==> src/rtl/hirq_pkg.sv <==
package hirq_pkg;

  localparam int unsigned OFF_MASK     = 0;
  localparam int unsigned OFF_MASK_SET = 1;
  localparam int unsigned OFF_MASK_CLR = 2;
  localparam int unsigned OFF_PEEK     = 3;
  localparam int unsigned OFF_TAKE     = 4;
  localparam int unsigned OFF_ACK      = 5;
  localparam int unsigned OFF_CTRL     = 6;

  localparam int unsigned CTRL_W = 2;

  typedef struct packed {
    logic active_low;
    logic enable;
  } hirq_ctrl_t;

  typedef struct packed {
    logic mask_wr;
    logic mask_set;
    logic mask_clr;
    logic ack_wr;
    logic ctrl_wr;
    logic peek_rd;
    logic take_rd;
  } hirq_strobe_t;

endpackage

==> src/rtl/hirq_regif.sv <==
module hirq_regif
  import hirq_pkg::*;
#(
  parameter int unsigned ADDR_W = 4,
  parameter int unsigned DATA_W = 32,
  parameter int unsigned IRQ_W  = 18
) (
  input  logic              clk,
  input  logic              rst_n,
  input  logic [ADDR_W-1:0] addr,
  input  logic              wr_en,
  input  logic              rd_en,
  input  logic [IRQ_W-1:0]  status,
  input  logic [IRQ_W-1:0]  mask,
  input  hirq_ctrl_t        ctrl,
  output hirq_strobe_t      stb,
  output logic [DATA_W-1:0] rdata
);

  localparam int unsigned NREG = 7;

  logic [NREG-1:0] hit;

  for (genvar g = 0; g < NREG; g++) begin : g_dec
    assign hit[g] = (addr == ADDR_W'(g));
  end

  always_comb begin
    stb.mask_wr  = wr_en & hit[OFF_MASK];
    stb.mask_set = wr_en & hit[OFF_MASK_SET];
    stb.mask_clr = wr_en & hit[OFF_MASK_CLR];
    stb.ack_wr   = wr_en & hit[OFF_ACK];
    stb.ctrl_wr  = wr_en & hit[OFF_CTRL];
    stb.peek_rd  = rd_en & hit[OFF_PEEK];
    stb.take_rd  = rd_en & hit[OFF_TAKE];
  end

  logic [DATA_W-1:0] rd_mux;

  always_comb begin
    rd_mux = '0;
    if (hit[OFF_MASK])                   rd_mux = DATA_W'(mask);
    if (hit[OFF_PEEK] || hit[OFF_TAKE])  rd_mux = DATA_W'(status);
    if (hit[OFF_CTRL])                   rd_mux = DATA_W'(ctrl);
  end

  always_ff @(posedge clk or negedge rst_n) begin
    if (!rst_n)     rdata <= '0;
    else if (rd_en) rdata <= rd_mux;
  end

  // the read word only moves on a read strobe
  a_r10_rdata_hold: assert property (@(posedge clk) disable iff (!rst_n)
    !rd_en |=> $stable(rdata));

  // at most one register strobe per access
  a_r10_one_strobe: assert property (@(posedge clk) disable iff (!rst_n)
    $onehot0({stb.mask_wr, stb.mask_set, stb.mask_clr, stb.ack_wr, stb.ctrl_wr}));

endmodule

==> src/rtl/hirq_mask.sv <==
module hirq_mask #(
  parameter int unsigned        IRQ_W    = 18,
  parameter logic [IRQ_W-1:0]   MASK_RST = IRQ_W'(1)
) (
  input  logic             clk,
  input  logic             rst_n,
  input  logic             load,
  input  logic             set,
  input  logic             clr,
  input  logic [IRQ_W-1:0] wbits,
  output logic [IRQ_W-1:0] mask
);

  always_ff @(posedge clk or negedge rst_n) begin
    if (!rst_n)    mask <= MASK_RST;
    else if (load) mask <= wbits;
    else if (set)  mask <= mask | wbits;
    else if (clr)  mask <= mask & ~wbits;
  end

  // set touches only ones, and they end up set
  a_r7_set_bits: assert property (@(posedge clk) disable iff (!rst_n)
    (set && !load) |=> ((mask & $past(wbits)) == $past(wbits)) &&
                       ((mask & ~$past(wbits)) == ($past(mask) & ~$past(wbits))));

  // clear touches only ones, and they end up clear
  a_r8_clr_bits: assert property (@(posedge clk) disable iff (!rst_n)
    (clr && !load && !set) |=> ((mask & $past(wbits)) == '0) &&
                       ((mask & ~$past(wbits)) == ($past(mask) & ~$past(wbits))));

endmodule

==> src/rtl/hirq_status.sv <==
module hirq_status #(
  parameter int unsigned      IRQ_W = 18,
  parameter logic [IRQ_W-1:0] IMPL  = 18'h347FF
) (
  input  logic             clk,
  input  logic             rst_n,
  input  logic [IRQ_W-1:0] evt,
  input  logic             ack,
  input  logic [IRQ_W-1:0] ack_bits,
  input  logic             take,
  output logic [IRQ_W-1:0] status
);

  logic [IRQ_W-1:0] evt_ok;
  logic [IRQ_W-1:0] drop;
  logic [IRQ_W-1:0] stat_d;

  assign evt_ok = evt & IMPL;

  always_comb begin
    drop = '0;
    if (ack)  drop = drop | ack_bits;
    if (take) drop = '1;
  end

  for (genvar b = 0; b < IRQ_W; b++) begin : g_bit
    if (IMPL[b]) begin : g_live
      assign stat_d[b] = evt_ok[b] | (status[b] & ~drop[b]);
    end else begin : g_rsvd
      assign stat_d[b] = 1'b0;
    end
  end

  always_ff @(posedge clk or negedge rst_n) begin
    if (!rst_n) status <= '0;
    else        status <= stat_d;
  end

  // an accepted event is visible the next cycle whatever else happens
  a_r2_event_sticky: assert property (@(posedge clk) disable iff (!rst_n)
    (|evt_ok) |=> ((status & $past(evt_ok)) == $past(evt_ok)));

  // reserved positions never hold a one
  a_r2_reserved_zero: assert property (@(posedge clk) disable iff (!rst_n)
    (status & ~IMPL) == '0);

  // a take leaves only the same-cycle events
  a_r4_take_clears: assert property (@(posedge clk) disable iff (!rst_n)
    take |=> (status == $past(evt_ok)));

  // acknowledged bits drop when no event collides
  a_r5_ack_drops: assert property (@(posedge clk) disable iff (!rst_n)
    (ack && evt == '0) |=> ((status & $past(ack_bits)) == '0));

endmodule

==> src/rtl/hirq_out.sv <==
module hirq_out
  import hirq_pkg::*;
#(
  parameter int unsigned IRQ_W = 18
) (
  input  logic             clk,
  input  logic             rst_n,
  input  logic             ctrl_wr,
  input  logic [CTRL_W-1:0] ctrl_bits,
  input  logic [IRQ_W-1:0] status,
  input  logic [IRQ_W-1:0] mask,
  output hirq_ctrl_t       ctrl,
  output logic             irq
);

  logic pending;

  always_ff @(posedge clk or negedge rst_n) begin
    if (!rst_n)       ctrl <= '0;
    else if (ctrl_wr) ctrl <= hirq_ctrl_t'(ctrl_bits);
  end

  assign pending = ctrl.enable & (|(status & ~mask));
  assign irq     = pending ^ ctrl.active_low;

endmodule

==> src/rtl/hirq_ctrl.sv <==
module hirq_ctrl
  import hirq_pkg::*;
#(
  parameter int unsigned      ADDR_W   = 4,
  parameter int unsigned      DATA_W   = 32,
  parameter int unsigned      IRQ_W    = 18,
  parameter logic [IRQ_W-1:0] IMPL     = 18'h347FF,
  parameter logic [IRQ_W-1:0] MASK_RST = IRQ_W'(1)
) (
  input  logic              clk,
  input  logic              rst_n,
  input  logic [IRQ_W-1:0]  evt_i,
  input  logic [ADDR_W-1:0] bus_addr,
  input  logic              bus_wr_en,
  input  logic [DATA_W-1:0] bus_wdata,
  input  logic              bus_rd_en,
  output logic [DATA_W-1:0] bus_rdata,
  output logic              irq_o
);

  hirq_strobe_t     stb;
  hirq_ctrl_t       ctrl;
  logic [IRQ_W-1:0] status;
  logic [IRQ_W-1:0] mask;
  logic [IRQ_W-1:0] wbits;

  assign wbits = bus_wdata[IRQ_W-1:0];

  hirq_regif #(.ADDR_W(ADDR_W), .DATA_W(DATA_W), .IRQ_W(IRQ_W)) regif_i (
    .clk(clk), .rst_n(rst_n), .addr(bus_addr), .wr_en(bus_wr_en),
    .rd_en(bus_rd_en), .status(status), .mask(mask), .ctrl(ctrl),
    .stb(stb), .rdata(bus_rdata)
  );

  hirq_mask #(.IRQ_W(IRQ_W), .MASK_RST(MASK_RST)) mask_i (
    .clk(clk), .rst_n(rst_n), .load(stb.mask_wr), .set(stb.mask_set),
    .clr(stb.mask_clr), .wbits(wbits), .mask(mask)
  );

  hirq_status #(.IRQ_W(IRQ_W), .IMPL(IMPL)) status_i (
    .clk(clk), .rst_n(rst_n), .evt(evt_i), .ack(stb.ack_wr),
    .ack_bits(wbits), .take(stb.take_rd), .status(status)
  );

  hirq_out #(.IRQ_W(IRQ_W)) out_i (
    .clk(clk), .rst_n(rst_n), .ctrl_wr(stb.ctrl_wr),
    .ctrl_bits(bus_wdata[CTRL_W-1:0]), .status(status), .mask(mask),
    .ctrl(ctrl), .irq(irq_o)
  );

  // a peek alone leaves status untouched
  a_r3_peek_stable: assert property (@(posedge clk) disable iff (!rst_n)
    (stb.peek_rd && evt_i == '0 && !stb.ack_wr) |=> $stable(status));

  // a disabled line rests at its idle level
  a_r9_idle_level: assert property (@(posedge clk) disable iff (!rst_n)
    !ctrl.enable |-> (irq_o == ctrl.active_low));

  // with everything masked the line is idle
  a_r9_all_masked: assert property (@(posedge clk) disable iff (!rst_n)
    ((status & ~mask) == '0) |-> (irq_o == ctrl.active_low));

  // the mask comes out of reset at its reset value
  a_r1_mask_after_reset: assert property (@(posedge clk)
    !rst_n |=> (mask == MASK_RST));

endmodule

==> config.mk <==
export PLATFORM = sky130hd
export DESIGN_NAME = hirq_ctrl
export DESIGN_NICKNAME = d
export VERILOG_FILES = /design/src/rtl/hirq_pkg.sv /design/src/rtl/hirq_regif.sv /design/src/rtl/hirq_mask.sv /design/src/rtl/hirq_status.sv /design/src/rtl/hirq_out.sv /design/src/rtl/hirq_ctrl.sv
export SDC_FILE = /design/constraint.sdc
export NUM_CORES = 1
export LEC_CHECK = 0
export ABC_AREA = 0
export BUFFER_PORTS_ARGS = -buffer_cell sky130_fd_sc_hd__clkbuf_2
export CORE_UTILIZATION = 39
export CTS_CLUSTER_DIAMETER = 200
export CTS_CLUSTER_SIZE = 20
export DETAILED_ROUTE_END_ITERATION = 6
export SLEW_MARGIN = 20
export SYNTH_ARGS = -nofsm -noshare
export SYNTH_HDL_FRONTEND = slang
export SYNTH_SLANG_ARGS = --single-unit
==> constraint.sdc <==
create_clock -name clk -period 2.3 [get_ports clk]
set_input_delay 0.69 -clock clk [delete_from_list [all_inputs] [get_ports clk]]
set_output_delay 0.69 -clock clk [all_outputs]
set_load 0.05 [all_outputs]
Yosys cells after proc, flatten, opt, wreduce, memory -nomap -nowiden:

Index checks and enable logic that the tools add are counted.

* output and inout port bits: 33
* register bits after elaboration: 66
* input bits: 58
* latch bits: 0
* ROM bits: 0
* word-level logic and storage cells: 78
* memories: 0
* memory bits (writable): 0

* magnitude comparators: 0
* equal/unequal tests: 6
* multipliers: 0
* add/subtract/negate cells: 0
* divide/modulo/power cells: 0
* shift operators: 0
* reduce and logical (&&, ||, !) cells: 4
* bitwise logic cells: 55
* multiplexer cells: 8

Operator list (number)
* $mux W18: 8
* $and A18 B18 Y18: 2
* $not A18 Y18: 2
* $and A1 B1 Y1: 21
* $or A18 B18 Y18: 1
* $reduce_or A18 Y1: 1
* $not A1 Y1: 14
* $or A1 B1 Y1: 14
* $eq A4 B3 Y1 const B: 3
* $eq A4 B2 Y1 const B: 2
* $eq A4 B1 Y1 const B: 1
* $logic_not A4 Y1: 1
* $reduce_bool A3 Y1: 1
* $logic_or A1 B1 Y1: 1
* $xor A1 B1 Y1: 1

Logic depth before layout (Yosys ltp):

Gate-level depths: netlist of the first run.

* word-level depth: 7
* mapped depth: 6
* gate-level depth less buffers: 4

Modules after synthesis:

A second synthesis of the first run with hierarchy kept.

* cell total of the unflattened synthesis: 244
* area total of the unflattened synthesis: 2632.5 um^2

Modules (own cells, without submodules)
* hirq_regif: sequential area each 450.4 um^2, instances 1, cells an instance 98, area an instance 1052.3 um^2
* hirq_mask: sequential area each 451.7 um^2, instances 1, cells an instance 61, area an instance 750.7 um^2
* hirq_status: sequential area each 350.3 um^2, instances 1, cells an instance 50, area an instance 579.3 um^2
* hirq_out: sequential area each 50.0 um^2, instances 1, cells an instance 35, area an instance 250.2 um^2

Least setup slack after synthesis of the first run:

No wires, ideal clock.

* path type: register -> output
* start: register with a tool-made name
* end: output irq_o
* data arrival time: 1569 ps
* buffers on the path: 0
* data required time: 1610 ps
* stages on the path, launching flop included: 5
* setup slack: 41 ps
* path through: dfstp_2 -> nand2b_1 -> o2111ai_1 -> o41ai_1 -> xnor2_1

RTL lines
* to (decl): line hirq_ctrl.sv:18 `output logic irq_o`

Worst setup path in the final report of the first run:

* start: register status_i.status[14]
* end: output irq_o

* cells in the longest elaborated chain, start to end: 4

Ends and longest elaborated chain
* from (decl): line hirq_status.sv:11 `output logic [IRQ_W-1:0] status`
* from (signal assigned): line hirq_status.sv:36 `else status <= stat_d;`
* $and A18 B18 Y18: line hirq_out.sv:23 `assign pending = ctrl.enable & (|(status & ~mask));`
* $reduce_or A18 Y1: line hirq_out.sv:23
* $and A1 B1 Y1: line hirq_out.sv:23
* $xor A1 B1 Y1: line hirq_out.sv:24 `assign irq = pending ^ ctrl.active_low;`

Every way passes these cells.

==> reports/metrics.csv, run 1 <==
stage,metric,value,unit
placed_design,GPL Wtd Cong,0.730,
placed_design,Port Buf Inserts,58,
sta,actual slew at the worst max-slew pin,0.945,ns
route,Avg WL per Cell,16.7,um
critical_path,Stages on worst setup path,5,
sta,Slew Limit Fails,0,
critical_path,CP max stage delay,0.42,ns
floorplan,I/O Pins,91,
global_route,initial antenna violation count,0,
synth,ys flop type,dfrtp_1,
synth,post-synth cell types,37,
sta,minimum clock period,2.49,ns
route,total via count in the routed design,2142,
sta,Tcrit/Tclk final,108,%
cells_and_area,area grow syn2layout,19.1,%
critical_path,worst setup path start,status_i.status[14]$_DFF_PN0_,
sta,RSZ-0062 raised after global routing,true,
hold_path,worst hold path type,input port to async pin,
critical_path,critical path endpoint category,primary output,
synth,"EDFF count, synth",0,
power_and_ir_drop,PD cells,687,nW/um^2
clock_tree,clk buf depth,2,
floorplan,die area,7230,um^2
sta,setup_tns,-0.186,ns
route,First-pass DRT Iterations,5,
flow_run,max_cap viols,0,
global_route,vias in the first global route,2121,
placed_design,HPWL Detailed,4670,um
synth,Yosys warnings,0,
route,DRT antenna net count,0,
cells_and_area,FILL cells,619,
global_route,largest net degree at the start of global routing,27,
clock_tree,Skew-Pair Late Insertion Delay,0.29,ns
critical_path,end of the worst register-to-register path,regif_i.rdata[16]$_DFFE_PN0P_,
sta,setup ws final,-0.186,ns
sta,final hold vios,0,
cells_and_area,layout cell share with drive strength beyond 1,36.3,%
critical_path,CP bufs+invs,1,
outcome,status,finished with violations,
power_and_ir_drop,Pleak,1.45,nW
critical_path,Setup Crit Path Kind,flop to primary output,
cells_and_area,NumNets Final,368,
synth,Synth Register Bits,52,
clock_tree,H-tree depth,2,
sta,fmax,402,MHz
route,via/cell ratio,5.52,
synth,Post-Syn Area,2690,um^2
clock_tree,clk slew on worst S/H paths,0.09,ns
cells_and_area,antenna cells,0,
sta,max_slew headroom,36.8,%
sta,worst clock skew,0.00465,ns
synth,Async SR Flop Fraction,100,%
floorplan,Core Area,6490,um^2
global_route,Tot GR Track Use,19.5,%
placed_design,placement-stage worst setup slack,0.0468,ns
global_route,global-route wire length before repair,10800,um
sta,setup violators final,1,
clock_tree,hold_buf cts,0,
floorplan,Initial Util,41.4,%
synth,Mapped Cells,241,
critical_path,crit path to,irq_o,
floorplan,Die W,85.0,um
clock_tree,clock sink total,52,
critical_path,CP arrival,1.80,ns
global_route,aggregate global routing overflow,0,
route,iteration-0 DRC count of the detailed router,122,
critical_path,Top delay family on crit path,compound AO/OA/AOI/OAI gates,
critical_path,R2R Setup Slk,1.06,ns
floorplan,overall die height,85.0,um
power_and_ir_drop,VDD IR-drop max,0.404,mV
critical_path,"Cell Chain, Critical Path",nand2b_1 > o2111ai_1 > o41ai_2 > xnor2_1 > buf_12,
floorplan,row count,29,
synth,Syn Area/Cell,11.2,um^2
critical_path,worst r2r src,status_i.status[16]$_DFF_PN0_,
synth,sequential area share after synthesis,48.5,%
route,final wirelength,6470,um
route,# DRC,0,
critical_path,Worst Reg-to-Reg Cells,4,
outcome,failing checks,setup timing,
clock_tree,CTS Root Cell,clkbuf_8,
critical_path,"slowest stage cell, crit path",dfrtp_1,
critical_path,"Max FO, Critical Path",4,
clock_tree,TritonCTS clock tree,built,
critical_path,crit path launch type,flop,
clock_tree,Inserted Clock Buffers,5,
critical_path,CP required,1.61,ns
==> worst min-delay path by stage <==
| stage | end | slack [ns] | cells past startpoint |
|---|---|---|---|
| 2_1_floorplan | async pin | 0.39 | 0 |
| 6_report | regif_i.rdata[2]$_DFFE_PN0P_ | 0.27 | 1 |
| 3_5_place_dp | regif_i.rdata[9]$_DFFE_PN0P_ | 0.48 | 1 |
| 5_1_grt | regif_i.rdata[2]$_DFFE_PN0P_ | 0.27 | 1 |
| 3_3_place_gp | regif_i.rdata[9]$_DFFE_PN0P_ | 0.47 | 1 |
| 4_1_cts | regif_i.rdata[2]$_DFFE_PN0P_ | 0.27 | 1 |
==> cell type report <==
| cell class | count | area [um^2] | share of cell area [%] |
|---|---|---|---|
| Inverter | 10 | 37.5 | 1.17 |
| Timing Repair Buffer | 77 | 460 | 14.4 |
| Multi-Input combinational cell | 164 | 1210 | 37.8 |
| Clock buffer | 7 | 86.3 | 2.70 |
| Sequential cell | 52 | 1300 | 40.7 |
| Clock inverter | 1 | 7.51 | 0.234 |
| Tap cell | 77 | 96.3 | 3.01 |
==> power breakdown <==
| group | internal (mW) | switching (mW) |
|---|---|---|
| clock network | 0.245 | 0.294 |
| registers | 1.02 | 0.0752 |
| logic | 0.234 | 0.331 |
==> metrics by stage <==
step | area (um^2) | cells | power, mW | hold WS, ns | utilization (%)
CTS | 3180 | 386 | 2.21 | 0.274 | 49.0
floorplan | 2740 | 254 | 1.48 | 0.394 | -
detailed placement | 3080 | 378 | 1.66 | 0.476 | 47.4
global route | 3200 | 388 | 2.32 | 0.271 | 49.3
finish | 3200 | 388 | 2.20 | 0.271 | 49.3
global placement | 3080 | 378 | 1.66 | 0.474 | 47.4
==> logic make-up after synthesis <==
kind of cell | synth area share [%]
AOI/OAI and AO/OA | 25.0
xor gates and xnor gates | 0.326
and+or+nand+nor | 11.5
muxes | 5.87
other | 0.140
DFF | 48.5
buffers and inverters | 8.80
==> per-layer routing <==
layer | vias up | part of all wire [%] | track usage [%]
li1 | 1012 | - | -
met1 | 1063 | 45 | 26.4
met2 | 61 | 49 | 32.3
met3 | 6 | 4.9 | 3.21
met4 | 0 | 1.1 | 5.24
met5 | - | 0 | 0
==> placed cells by master, fill, tap and decap left out, types with 6 or more instances in the layout <==
cell type,n
nand2b_1,10
conb_1,14
a31o_1,10
dfrtp_1,51
nand2_1,18
o21ai_0,22
clkbuf_8,6
a22oi_1,12
a22o_1,18
inv_1,10
clkbuf_2,57
buf_4,18
o2bb2ai_1,12
mux2_2,14
==> synth_stat cells, types with 2 or more instances <==
| cell | count | area, um^2 |
|---|---|---|
| nand2b_1 | 10 | 62.6 |
| a21oi_1 | 2 | 10.0 |
| o2bb2ai_1 | 12 | 105 |
| a31o_2 | 4 | 35.0 |
| a31o_1 | 10 | 87.6 |
| a22oi_1 | 12 | 90.1 |
| nor3_4 | 2 | 32.5 |
| buf_6 | 4 | 45.0 |
| nand3b_1 | 2 | 15.0 |
| mux2_2 | 14 | 158 |
| nand3_1 | 4 | 20.0 |
| o2111ai_1 | 3 | 26.3 |
| dfrtp_1 | 51 | 1280 |
| clkbuf_1 | 3 | 11.3 |
| nand2_1 | 18 | 67.6 |
| inv_1 | 10 | 37.5 |
| nor2_1 | 3 | 11.3 |
| a22o_1 | 18 | 158 |
| buf_4 | 15 | 113 |
| buf_2 | 6 | 30.0 |
| o21ai_0 | 22 | 110 |
==> repair_timing <==
item | CTS | global route
endpoints found under the setup margin | 1 | 1
resized for setup | 1 | 1
pin swaps | 1 | 2
buffers inserted | 0 | 2
No activity file was read; power rests on OpenSTA's default activity.
==> inputs of run 2 (changes only) <==
--- a/config.mk
+++ b/config.mk
@@ -7,7 +7,8 @@
 export LEC_CHECK = 0
 export ABC_AREA = 0
 export BUFFER_PORTS_ARGS = -buffer_cell sky130_fd_sc_hd__clkbuf_2
-export CORE_UTILIZATION = 39
+export CAP_MARGIN = 5
+export CORE_UTILIZATION = 30
 export CTS_CLUSTER_DIAMETER = 200
 export CTS_CLUSTER_SIZE = 20
 export DETAILED_ROUTE_END_ITERATION = 6
==> constraint.sdc (replaced) <==
create_clock -name clk -period 2.8 [get_ports clk]
set_input_delay 0.84 -clock clk [delete_from_list [all_inputs] [get_ports clk]]
set_output_delay 0.84 -clock clk [all_outputs]
set_load 0.05 [all_outputs]
==> reports/metrics.csv, run 2 (same netlist as run 1, synthesis figures left out) <==
stage,metric,value,unit,change
power_and_ir_drop,Pleak,1.40,nW,-3.2%
route,via/cell ratio,5.09,,-7.9%
route,# DRC,0,,unchanged
global_route,Tot GR Track Use,15.0,%,-4.4 points
sta,minimum clock period,2.70,ns,
power_and_ir_drop,Final Power,1.78,mW,-19%
cells_and_area,antenna cells,0,,unchanged
flow_run,max_cap viols,0,,unchanged
sta,worst clock skew,0.00970,ns,+0.00505 ns
clock_tree,H-tree depth,2,,unchanged
route,final wirelength,6730,um,+4.1%
clock_tree,clk buf depth,2,,unchanged
critical_path,CP arrival,1.86,ns,+0.06 ns
power_and_ir_drop,PD cells,567,nW/um^2,-17%
cells_and_area,area grow syn2layout,17.0,%,
sta,max_slew headroom,37.9,%,+1.1 points
critical_path,worst r2r src,status_i.status[16]$_DFF_PN0_,,
floorplan,Initial Util,31.0,%,-10 points
critical_path,"Max FO, Critical Path",4,,unchanged
clock_tree,# Post-CTS Setup Buffers,0,,unchanged
floorplan,Core Area,8680,um^2,+34%
clock_tree,CTS Root Cell,clkbuf_8,,
critical_path,R2R Setup Slk,1.61,ns,+0.55 ns
global_route,global-route wire length before repair,11000,um,+1.7%
placed_design,GPL Wtd Cong,0.826,,+13%
clock_tree,Inserted Clock Buffers,5,,unchanged
floorplan,overall die height,96.7,um,+14%
placed_design,HPWL Detailed,4870,um,+4.2%
route,total via count in the routed design,2080,,-2.9%
sta,final hold vios,0,,unchanged
critical_path,CP required,1.96,ns,+0.35 ns
clock_tree,clock sink total,52,,unchanged
sta,RSZ-0062 raised after global routing,false,,
route,DRT antenna net count,0,,unchanged
outcome,status,"finished, final reports clean",,
sta,fmax,371,MHz,
clock_tree,TritonCTS clock tree,built,,
floorplan,die area,9340,um^2,+29%
clock_tree,Skew-Pair Late Insertion Delay,0.32,ns,+0.03 ns
power_and_ir_drop,VDD IR-drop max,0.282,mV,-30%
critical_path,end of the worst register-to-register path,regif_i.rdata[16]$_DFFE_PN0P_,,
critical_path,crit path launch type,flop,,
global_route,largest net degree at the start of global routing,31,,+15%
floorplan,row count,34,,+17%
route,First-pass DRT Iterations,4,,-1
global_route,aggregate global routing overflow,0,,unchanged
sta,Tcrit/Tclk final,96.3,%,
cells_and_area,"most common cell after layout, fill and taps aside",clkbuf_2,,
cells_and_area,layout cell share with drive strength beyond 1,34.2,%,-2.1 points
route,iteration-0 DRC count of the detailed router,127,,+4.1%
global_route,vias in the first global route,2081,,-1.9%
sta,actual slew at the worst max-slew pin,0.928,ns,-0.0170 ns
placed_design,Port Buf Inserts,58,,unchanged
global_route,initial antenna violation count,0,,unchanged
sta,setup violators final,0,,-1
critical_path,critical path endpoint category,primary output,,
sta,setup_tns,0,ns,+0.186 ns
route,Avg WL per Cell,16.5,um,-1.2%
critical_path,Setup Crit Path Kind,flop to primary output,,
clock_tree,clk slew on worst S/H paths,0.10,ns,about the same
floorplan,Die W,96.7,um,+14%
sta,Slew Limit Fails,0,,unchanged
critical_path,Worst Reg-to-Reg Cells,3,,-1
clock_tree,hold_buf cts,0,,unchanged
critical_path,crit path to,irq_o,,
cells_and_area,NumNets Final,358,,-2.7%
hold_path,worst hold path type,flop to flop,,
floorplan,I/O Pins,91,,unchanged
critical_path,worst setup path start,status_i.status[8]$_DFF_PN0_,,
cells_and_area,most frequent cells in the layout,"clkbuf_2, dfrtp_1, o21ai_0",,
==> run 2: changes by cell type in the layout (fill, tap and decap cells not counted) <==
cell / previous run / this run
clkinv_2: 0 / 2
buf_12: 2 / 1
o2111ai_1: 2 / 3
clkbuf_1: 1 / 0
o2111ai_2: 1 / 0
buf_4: 18 / 9
clkinvlp_4: 1 / 0
==> run 2: layer usage <==
layer  vias up  routed length (um)  track usage, %  share of wire (%)
met5         -                   0               0                  0
met4         0                  78            4.82                1.2
met3         8                 347            3.32                5.2
met2        60                3050            22.8                 45
met1      1022                3260            21.3                 48
li1        990                   -               -                  -
==> run 2: how the worst min path moves through the flow <==
stage	slack, ns	cells past startpoint	from	end
2_1_floorplan	0.47	1	flop	flop
3_3_place_gp	0.47	1	regif_i.rdata[10]$_DFFE_PN0P_	regif_i.rdata[10]$_DFFE_PN0P_
3_5_place_dp	0.48	1	regif_i.rdata[9]$_DFFE_PN0P_	regif_i.rdata[9]$_DFFE_PN0P_
4_1_cts	0.50	1	regif_i.rdata[16]$_DFFE_PN0P_	regif_i.rdata[16]$_DFFE_PN0P_
5_1_grt	0.53	1	regif_i.rdata[6]$_DFFE_PN0P_	regif_i.rdata[6]$_DFFE_PN0P_
6_report	0.50	1	regif_i.rdata[9]$_DFFE_PN0P_	regif_i.rdata[9]$_DFFE_PN0P_
==> run 2: final cells by class <==
cell class | count | area (um^2)
sequential | 52 | 1300
clock inverter | 2 | 10.0
inverter | 10 | 37.5
timing repair buffer | 67 | 373
multi-input combinational | 164 | 1200
clock buffer | 6 | 82.6
fill | 893 | 5530
tap | 108 | 135
==> run 2: through the flow <==
step	setup WS [ns]	util (%)	hold slack, ns	cell area [um^2]	cells
6_report	0.105	36.2	0.497	3150	409
5_1_grt	0.0191	36.2	0.527	3150	409
4_1_cts	0.0272	36.2	0.505	3140	409
3_5_place_dp	0.347	35.1	0.480	3040	401
3_3_place_gp	0.334	35.1	0.475	3040	401
2_1_floorplan	0.391	-	0.465	2740	254
==> run 2: where the power goes <==
part	switching (mW)	internal (mW)	leakage, nW	total (mW)
Clock	0.258	0.198	0.0510	0.456
Combinational	0.267	0.165	0.737	0.433
Sequential	0.0600	0.836	0.616	0.896
==> run 2: critical path, stage by stage, from the launching register on <==
cell,delay (ns)
dfrtp_1,0.43
nand2b_1,0.10
o2111ai_1,0.17
o41ai_2,0.40
xnor2_1,0.20
buf_4,0.24
==> run 2: what timing repair did <==
action	4_1_cts	5_1_grt
gates cloned	0	0
resized for setup	1	2
pin swaps	0	2
setup endpoints to repair	1	1
